### src/rtl/lpwPkg.sv
package lpwPkg;
  typedef enum logic [1:0] {
    PM_RUN  = 2'd0,
    PM_STOP = 2'd1,
    PM_WAIT = 2'd2
  } pwrMode_t;

  typedef struct packed {
    logic enterStop;
    logic enterWait;
    logic wakeUp;
  } ctrlStrobe_t;
endpackage

### src/rtl/lpwDatapath.sv
module lpwDatapath
  import lpwPkg::*;
#(
  parameter int unsigned NUM_SRC = 5,
  parameter logic [NUM_SRC-1:0] STOP_WAKE_MASK = 5'b00011,
  parameter logic [NUM_SRC-1:0] WAIT_WAKE_MASK = 5'b11111
) (
  input  logic               clk,
  input  logic               rstN,
  input  logic [NUM_SRC-1:0] irqVec,
  input  ctrlStrobe_t        strb,
  output logic               stopWakeHit,
  output logic               waitWakeHit,
  output logic               oscEn,
  output logic               cpuClkEn,
  output logic               timClkEn,
  output logic               wakePulse
);
  logic [NUM_SRC-1:0] stopQual;
  logic [NUM_SRC-1:0] waitQual;

  // per-source qualification for each sleep level
  for (genvar i = 0; i < NUM_SRC; i++) begin : g_qual
    if (STOP_WAKE_MASK[i]) begin : g_stopOn
      assign stopQual[i] = irqVec[i];
    end else begin : g_stopOff
      assign stopQual[i] = 1'b0;
    end
    if (WAIT_WAKE_MASK[i]) begin : g_waitOn
      assign waitQual[i] = irqVec[i];
    end else begin : g_waitOff
      assign waitQual[i] = 1'b0;
    end
  end

  assign stopWakeHit = |stopQual;
  assign waitWakeHit = |waitQual;

  always_ff @(posedge clk or negedge rstN) begin
    if (!rstN) begin
      oscEn     <= 1'b1;
      cpuClkEn  <= 1'b1;
      timClkEn  <= 1'b1;
      wakePulse <= 1'b0;
    end else begin
      wakePulse <= strb.wakeUp;
      if (strb.enterStop) begin
        oscEn    <= 1'b0;
        cpuClkEn <= 1'b0;
        timClkEn <= 1'b0;
      end else if (strb.enterWait) begin
        cpuClkEn <= 1'b0;
      end else if (strb.wakeUp) begin
        oscEn    <= 1'b1;
        cpuClkEn <= 1'b1;
        timClkEn <= 1'b1;
      end
    end
  end

  // deep entry gates every domain
  a_r2_stop_gates_all: assert property (@(posedge clk) disable iff (!rstN)
    strb.enterStop |=> (!oscEn && !cpuClkEn && !timClkEn));
  // light entry keeps oscillator and timer
  a_r3_wait_keeps_timer: assert property (@(posedge clk) disable iff (!rstN)
    strb.enterWait |=> (oscEn && !cpuClkEn && timClkEn));
  // wake restores all enables with a pulse
  a_r8_wake_restores: assert property (@(posedge clk) disable iff (!rstN)
    strb.wakeUp |=> (oscEn && cpuClkEn && timClkEn && wakePulse));
  // the pulse lasts one cycle
  a_r8_single_pulse: assert property (@(posedge clk) disable iff (!rstN)
    wakePulse |=> !wakePulse);
endmodule

### src/rtl/lpwCtrl.sv
module lpwCtrl
  import lpwPkg::*;
(
  input  logic        clk,
  input  logic        rstN,
  input  logic        stopReq,
  input  logic        waitReq,
  input  logic        stopWakeHit,
  input  logic        waitWakeHit,
  output ctrlStrobe_t strb,
  output pwrMode_t    mode
);
  pwrMode_t modeNext;

  always_comb begin
    strb     = '0;
    modeNext = mode;
    unique case (mode)
      PM_RUN: begin
        if (stopReq) begin
          strb.enterStop = 1'b1;
          modeNext       = PM_STOP;
        end else if (waitReq) begin
          strb.enterWait = 1'b1;
          modeNext       = PM_WAIT;
        end
      end
      PM_STOP: begin
        if (stopWakeHit) begin
          strb.wakeUp = 1'b1;
          modeNext    = PM_RUN;
        end
      end
      PM_WAIT: begin
        if (waitWakeHit) begin
          strb.wakeUp = 1'b1;
          modeNext    = PM_RUN;
        end
      end
      default: modeNext = PM_RUN;
    endcase
  end

  always_ff @(posedge clk or negedge rstN) begin
    if (!rstN) mode <= PM_RUN;
    else       mode <= modeNext;
  end

  // stop request wins when both strobes arrive
  a_r4_stop_priority: assert property (@(posedge clk) disable iff (!rstN)
    (mode == PM_RUN && stopReq && waitReq) |=> (mode == PM_STOP));
  // deep sleep held without a qualifying source
  a_r6_stop_holds: assert property (@(posedge clk) disable iff (!rstN)
    (mode == PM_STOP && !stopWakeHit) |=> (mode == PM_STOP));
  // light sleep held without a qualifying source
  a_r5_wait_holds: assert property (@(posedge clk) disable iff (!rstN)
    (mode == PM_WAIT && !waitWakeHit) |=> (mode == PM_WAIT));
  // at most one strobe per cycle
  a_r8_one_strobe: assert property (@(posedge clk) disable iff (!rstN)
    $onehot0({strb.enterStop, strb.enterWait, strb.wakeUp}));
endmodule

### src/rtl/lowPowerWake.sv
module lowPowerWake
  import lpwPkg::*;
(
  input  logic clk,
  input  logic rstN,
  input  logic stopReq,
  input  logic waitReq,
  input  logic irqExt,
  input  logic irqKey,
  input  logic irqSci,
  input  logic irqTim,
  input  logic irqMft,
  output logic oscEn,
  output logic cpuClkEn,
  output logic timClkEn,
  output logic wakePulse
);
  localparam int unsigned NUM_SRC = 5;

  logic [NUM_SRC-1:0] irqVec;
  ctrlStrobe_t        strb;
  pwrMode_t           mode;
  logic               stopWakeHit;
  logic               waitWakeHit;

  assign irqVec = {irqMft, irqTim, irqSci, irqKey, irqExt};

  lpwCtrl uCtrl (
    .clk(clk), .rstN(rstN), .stopReq(stopReq), .waitReq(waitReq),
    .stopWakeHit(stopWakeHit), .waitWakeHit(waitWakeHit),
    .strb(strb), .mode(mode)
  );

  lpwDatapath #(
    .NUM_SRC(NUM_SRC),
    .STOP_WAKE_MASK(5'b00011),
    .WAIT_WAKE_MASK(5'b11111)
  ) uDp (
    .clk(clk), .rstN(rstN), .irqVec(irqVec), .strb(strb),
    .stopWakeHit(stopWakeHit), .waitWakeHit(waitWakeHit),
    .oscEn(oscEn), .cpuClkEn(cpuClkEn), .timClkEn(timClkEn),
    .wakePulse(wakePulse)
  );

  // deep sleep keeps oscillator and timer off
  a_r6_stop_clocks_off: assert property (@(posedge clk) disable iff (!rstN)
    (mode == PM_STOP) |-> (!oscEn && !timClkEn && !cpuClkEn));
  // light sleep keeps timer running
  a_r3_wait_timer_on: assert property (@(posedge clk) disable iff (!rstN)
    (mode == PM_WAIT) |-> (oscEn && timClkEn && !cpuClkEn));
  // no pulse from running to running
  a_r9_no_run_pulse: assert property (@(posedge clk) disable iff (!rstN)
    (mode == PM_RUN && $past(mode) == PM_RUN) |-> !wakePulse);
  // running state has all enables on
  a_r1_run_enables: assert property (@(posedge clk) disable iff (!rstN)
    (mode == PM_RUN) |-> (oscEn && cpuClkEn && timClkEn));
endmodule

### config.mk
export PLATFORM = sky130hd
export DESIGN_NAME = lowPowerWake
export DESIGN_NICKNAME = d
export VERILOG_FILES = /design/src/rtl/lpwPkg.sv /design/src/rtl/lpwDatapath.sv /design/src/rtl/lpwCtrl.sv /design/src/rtl/lowPowerWake.sv
export SDC_FILE = /design/constraint.sdc
export NUM_CORES = 1
export LEC_CHECK = 0
export ABC_AREA = 1
export BUFFER_PORTS_ARGS = -buffer_cell sky130_fd_sc_hd__buf_2
export CORE_AREA = 2 2 39 41
export CTS_BUF_LIST = sky130_fd_sc_hd__clkbuf_4
export DETAILED_ROUTE_END_ITERATION = 16
export DIE_AREA = 0 0 41 43
export GPL_ROUTABILITY_DRIVEN = 0
export SYNTH_ARGS = -nofsm -noshare
export SYNTH_HDL_FRONTEND = slang
export SYNTH_HIERARCHICAL = 1
export SYNTH_SLANG_ARGS = --single-unit
### constraint.sdc
create_clock -name clk -period 1.5 [get_ports clk]
set_input_delay 0.075 -clock clk [delete_from_list [all_inputs] [get_ports clk]]
set_output_delay 0.075 -clock clk [all_outputs]
set_load 0.01 [all_outputs]
## Yosys cells after proc, flatten, opt, wreduce, memory -nomap -nowiden

Cells that the tools add are included.

- Eq/ne operators: 6
- Multiplexer cells: 17
- Reductions and logical operators: 7

Operator list:

| operator | number |
|---|---|
| 1-bit 2-to-1 mux | 10 |
| 2-bit 2-to-1 mux | 5 |
| 2-bit one-hot mux with 3 select lines | 1 |
| 5-bit OR reduction | 1 |
| 2-bit by 1-bit != test with 1-bit output (second input constant) | 2 |
| 3-bit != test (second input constant) | 1 |
| 3-bit AND reduction | 1 |
| 3-bit nonzero test | 1 |
| 2-bit by 1-bit equality test with 1-bit output (second input constant) | 1 |
| 2-bit equality test (second input constant) | 1 |
| 2-bit logical NOT | 1 |
| 2-bit != test (second input constant) | 1 |
| 1-bit one-hot mux with 2 select lines | 1 |
| 2-bit AND reduction | 1 |
| 2-bit nonzero test | 1 |
| 2-bit OR reduction | 1 |

- Bits in registers: 5
- Input bits: 9
- Output and inout port bits: 4
- Word-level logic and storage cells: 34

## Longest topological paths before layout

- Word-level depth: 6
- Mapped depth: 8
- Gate-level depth less buffers: 8

## Modules after synthesis

Netlist, hierarchy kept.

Modules (own cells, without submodules):

| module | times used | cells each | area an instance (um2) | sequential area each (um2) |
|---|---|---|---|---|
| lpwCtrl | 1 | 30 | 216.5 | 50.0 |
| lpwDatapath | 1 | 17 | 140.1 | 77.6 |

## Worst setup path before layout

OpenSTA, ideal clock, no wires.

- Kind: flip-flop to flip-flop
- Start point: register uCtrl.mode[0]
- End point: register uDp.cpuClkEn
- Setup time: 0.064 ns
- Arrival: 1.051 ns
- Required time: 1.436 ns
- Path slack: 0.385 ns
- Cell stages (with the launch flop): 9
- Buffers on the path: 1
- Period minus slack after synthesis: 1.115 ns
- Cells stage by stage: dfrtp_1 inv_1 ha_1 nand2_1 inv_2 buf_4 nor2_2 inv_1 nor2_2

RTL lines:

| element | line | source |
|---|---|---|
| start: declaration | lpwCtrl.sv:11 | `output pwrMode_t mode` |
| start signal: assignment | lpwCtrl.sv:46 | `else mode <= modeNext;` |
| end signal: assignment | lpwDatapath.sv:42 | `cpuClkEn <= 1'b1;` |
| end signal: assignment | lpwDatapath.sv:49 | `cpuClkEn <= 1'b0;` |
| end signal: assignment | lpwDatapath.sv:52 | `cpuClkEn <= 1'b0;` |
| end: declaration | lpwDatapath.sv:15 | `output logic cpuClkEn,` |

==> out/qor.csv <==
metric,value,unit
grt_pass1_wl,1.12,mm
cts_tree,built,
ys_types,15,
slew_violations,0,
firstDrtPassIters,1,
area_growth,29.5,%
fp.dieH,43,µm
cts_inserted_buffers,3,
fp.dieW,41,µm
antenna_found_initial,0,
cp.arrival,1.36,ns
via_count,299,
initial_core_util,25.8,%
cp.required,1.68,ns
first_global_vias,298,
power,0.622,mW
layout_commonest_cell,buf_2,
outcome,"complete, no violations",
hold_class,in2async,
postSynthAreaPerCell,7.59,µm²
cts_sinks,5,
ant_nets,0,
finalClockSkew,0.00299,ns
worst_pin_slew,0.211,ns
cpMaxStageDelayCell,dfrtp_1,
post_cts_buffers,0,
ys_seq_elements,5,
finalCritPeriodShare,78.7,%
peakVddDrop,346,µV
cts_root_buffer,clkbuf_4,
h-tree-depth,1,
port_buffers,12,
synth_warnings,6,
period_minus_slack,1.18,ns
slowest_delay,0.37,ns
stdcell_count,78,
maxCapViolCount,0,
synthesis.area,357,µm²
crit_fanout,3,
dp_hpwl,517,µm
synthCells,47,
io_pins,13,
clock_path_buffers,2,
critical_path_class,reg2reg,
design_area,462,µm²
dp.cells,73,
viasPerCell,3.83,
diodes,0,
synth-seq-area-share,35.8,%
dieArea,0.00176,mm²
rows,14,
layout-drive-gt1-share,46.8,%
slew_headroom,85.9,%
wl,609,µm
core_area,0.00138,mm²
p_leak,0.280,nW
wire_per_inst,7.81,µm
grt.overflow.total,0,
worstSetupEndpointType,flip-flop,
layout_common_cells,"buf_2 (12), nand2_1 (11), inv_1 (9), nand2_2 (5)",
grt_usage,9.89,%
fmaxAchievable,847,MHz
clock_latency,0.24,ns
pre_cts_slack,0.313,ns
rsz0062_at_grt,no,
crit_chain,inv_1 -> ha_1 -> a21boi_1 -> nor2_1 -> nor2_2,
cts.reportedPaths.clkPinSlew,0.04,ns
placed_area,422,µm²
startpoint_type,flip-flop,
finalSetupViolations,0,
synth_fp_nets,59,
setup_ws,0.319,ns
hold_ws,0.174,ns
layout.nets,75,
drc,0,
drt_iter0_drc,0,
postLayoutCoreUtil,33.4,%
final_hold_viol_count,0,
finalSetupTns,0,ns
grt_max_degree,6,
power.density,1350,mW/mm²
## cells in the mapped netlist
master	instances	area [µm²]
nand2_1	11	41.3
inv_1	9	33.8
nand2_2	5	31.3
nor2_1	4	15.0
dfrtp_1	3	75.1
ha_1	3	37.5
buf_4	2	15.0
dfstp_2	2	52.6
nor2_2	2	12.5
a21boi_1	1	7.51
and3_4	1	11.3
clkinv_2	1	5.00
inv_2	1	3.75
nand3_1	1	5.00
nand3_2	1	10.0
## final timing paths
path                       slack (ns)                        to                 startpoint  cells past startpoint
hold / removal                   0.17   uDp/wakePulse$_DFF_PN0_                       rstN                      2
max in group asynchronous        1.12  uDp/cpuClkEn$_DFFE_PN1P_                       rstN                      2
min in group clk                 0.18  uDp/timClkEn$_DFFE_PN1P_                    stopReq                      6
setup / recovery                 0.32  uDp/cpuClkEn$_DFFE_PN1P_  uCtrl/mode[0]$_DFFE_PN0P_                      5
setup reg to reg                 0.32  uDp/cpuClkEn$_DFFE_PN1P_  uCtrl/mode[0]$_DFFE_PN0P_                      5
hold reg to reg                  0.47  uDp/timClkEn$_DFFE_PN1P_   uDp/timClkEn$_DFFE_PN1P_                      2
## critical path, delay by kind of cell (launching register included)
kind,cells,cell delay (ns)
DFF,1,0.37
buffers and inverters,1,0.07
adders and majority gates,1,0.27
AOI/OAI and AO/OA,1,0.22
and+or+nand+nor,2,0.19
## registers in the layout (all words and copies together) (netlist names)
signal	cells
uCtrl/mode	2
uDp/wakePulse	1
uDp/cpuClkEn	1
uDp/timClkEn	1
## per-layer routing
metal | up-vias | part of all wire (%) | track usage [%]
met1 | 129 | 41 | 12.1
met2 | 5 | 56 | 13.4
met5 | - | 0 | 0
met4 | 0 | 0 | 8.00
li1 | 165 | - | -
met3 | 0 | 2.1 | 3.14
## timing repair
action | CTS | global route
gates resized for setup | 0 | 0
endpoints found under the hold margin | 5 | 0
hold buffers | 1 | 0
## power by group
group	switching (mW)	total (mW)	internal, mW
Combinational	0.130	0.231	0.101
Sequential	0.0258	0.219	0.193
Clock	0.0535	0.172	0.118
Total	0.210	0.622	0.413
## cell type report
class,count,area [µm²]
tap,16,20.0
fill,143,922
timing repair buffer,13,70.1
clock buffer,4,30.0
multi-input combinational,29,171
inverter,11,42.5
sequential,5,128
## logic make-up (layout without fill, tap and decap cells)
group                    Yosys count  in the layout  share of synthesized area (%)
AND/OR/NAND/NOR                   25             25                           35.4
adder cells (fa/ha/maj)            3              3                           10.5
AO/OA/AOI/OAI                      1              1                           2.11
flip-flops                         5              5                           35.8
buffers and inverters             13             28                           16.1
No activity file was read; power rests on OpenSTA's default activity.
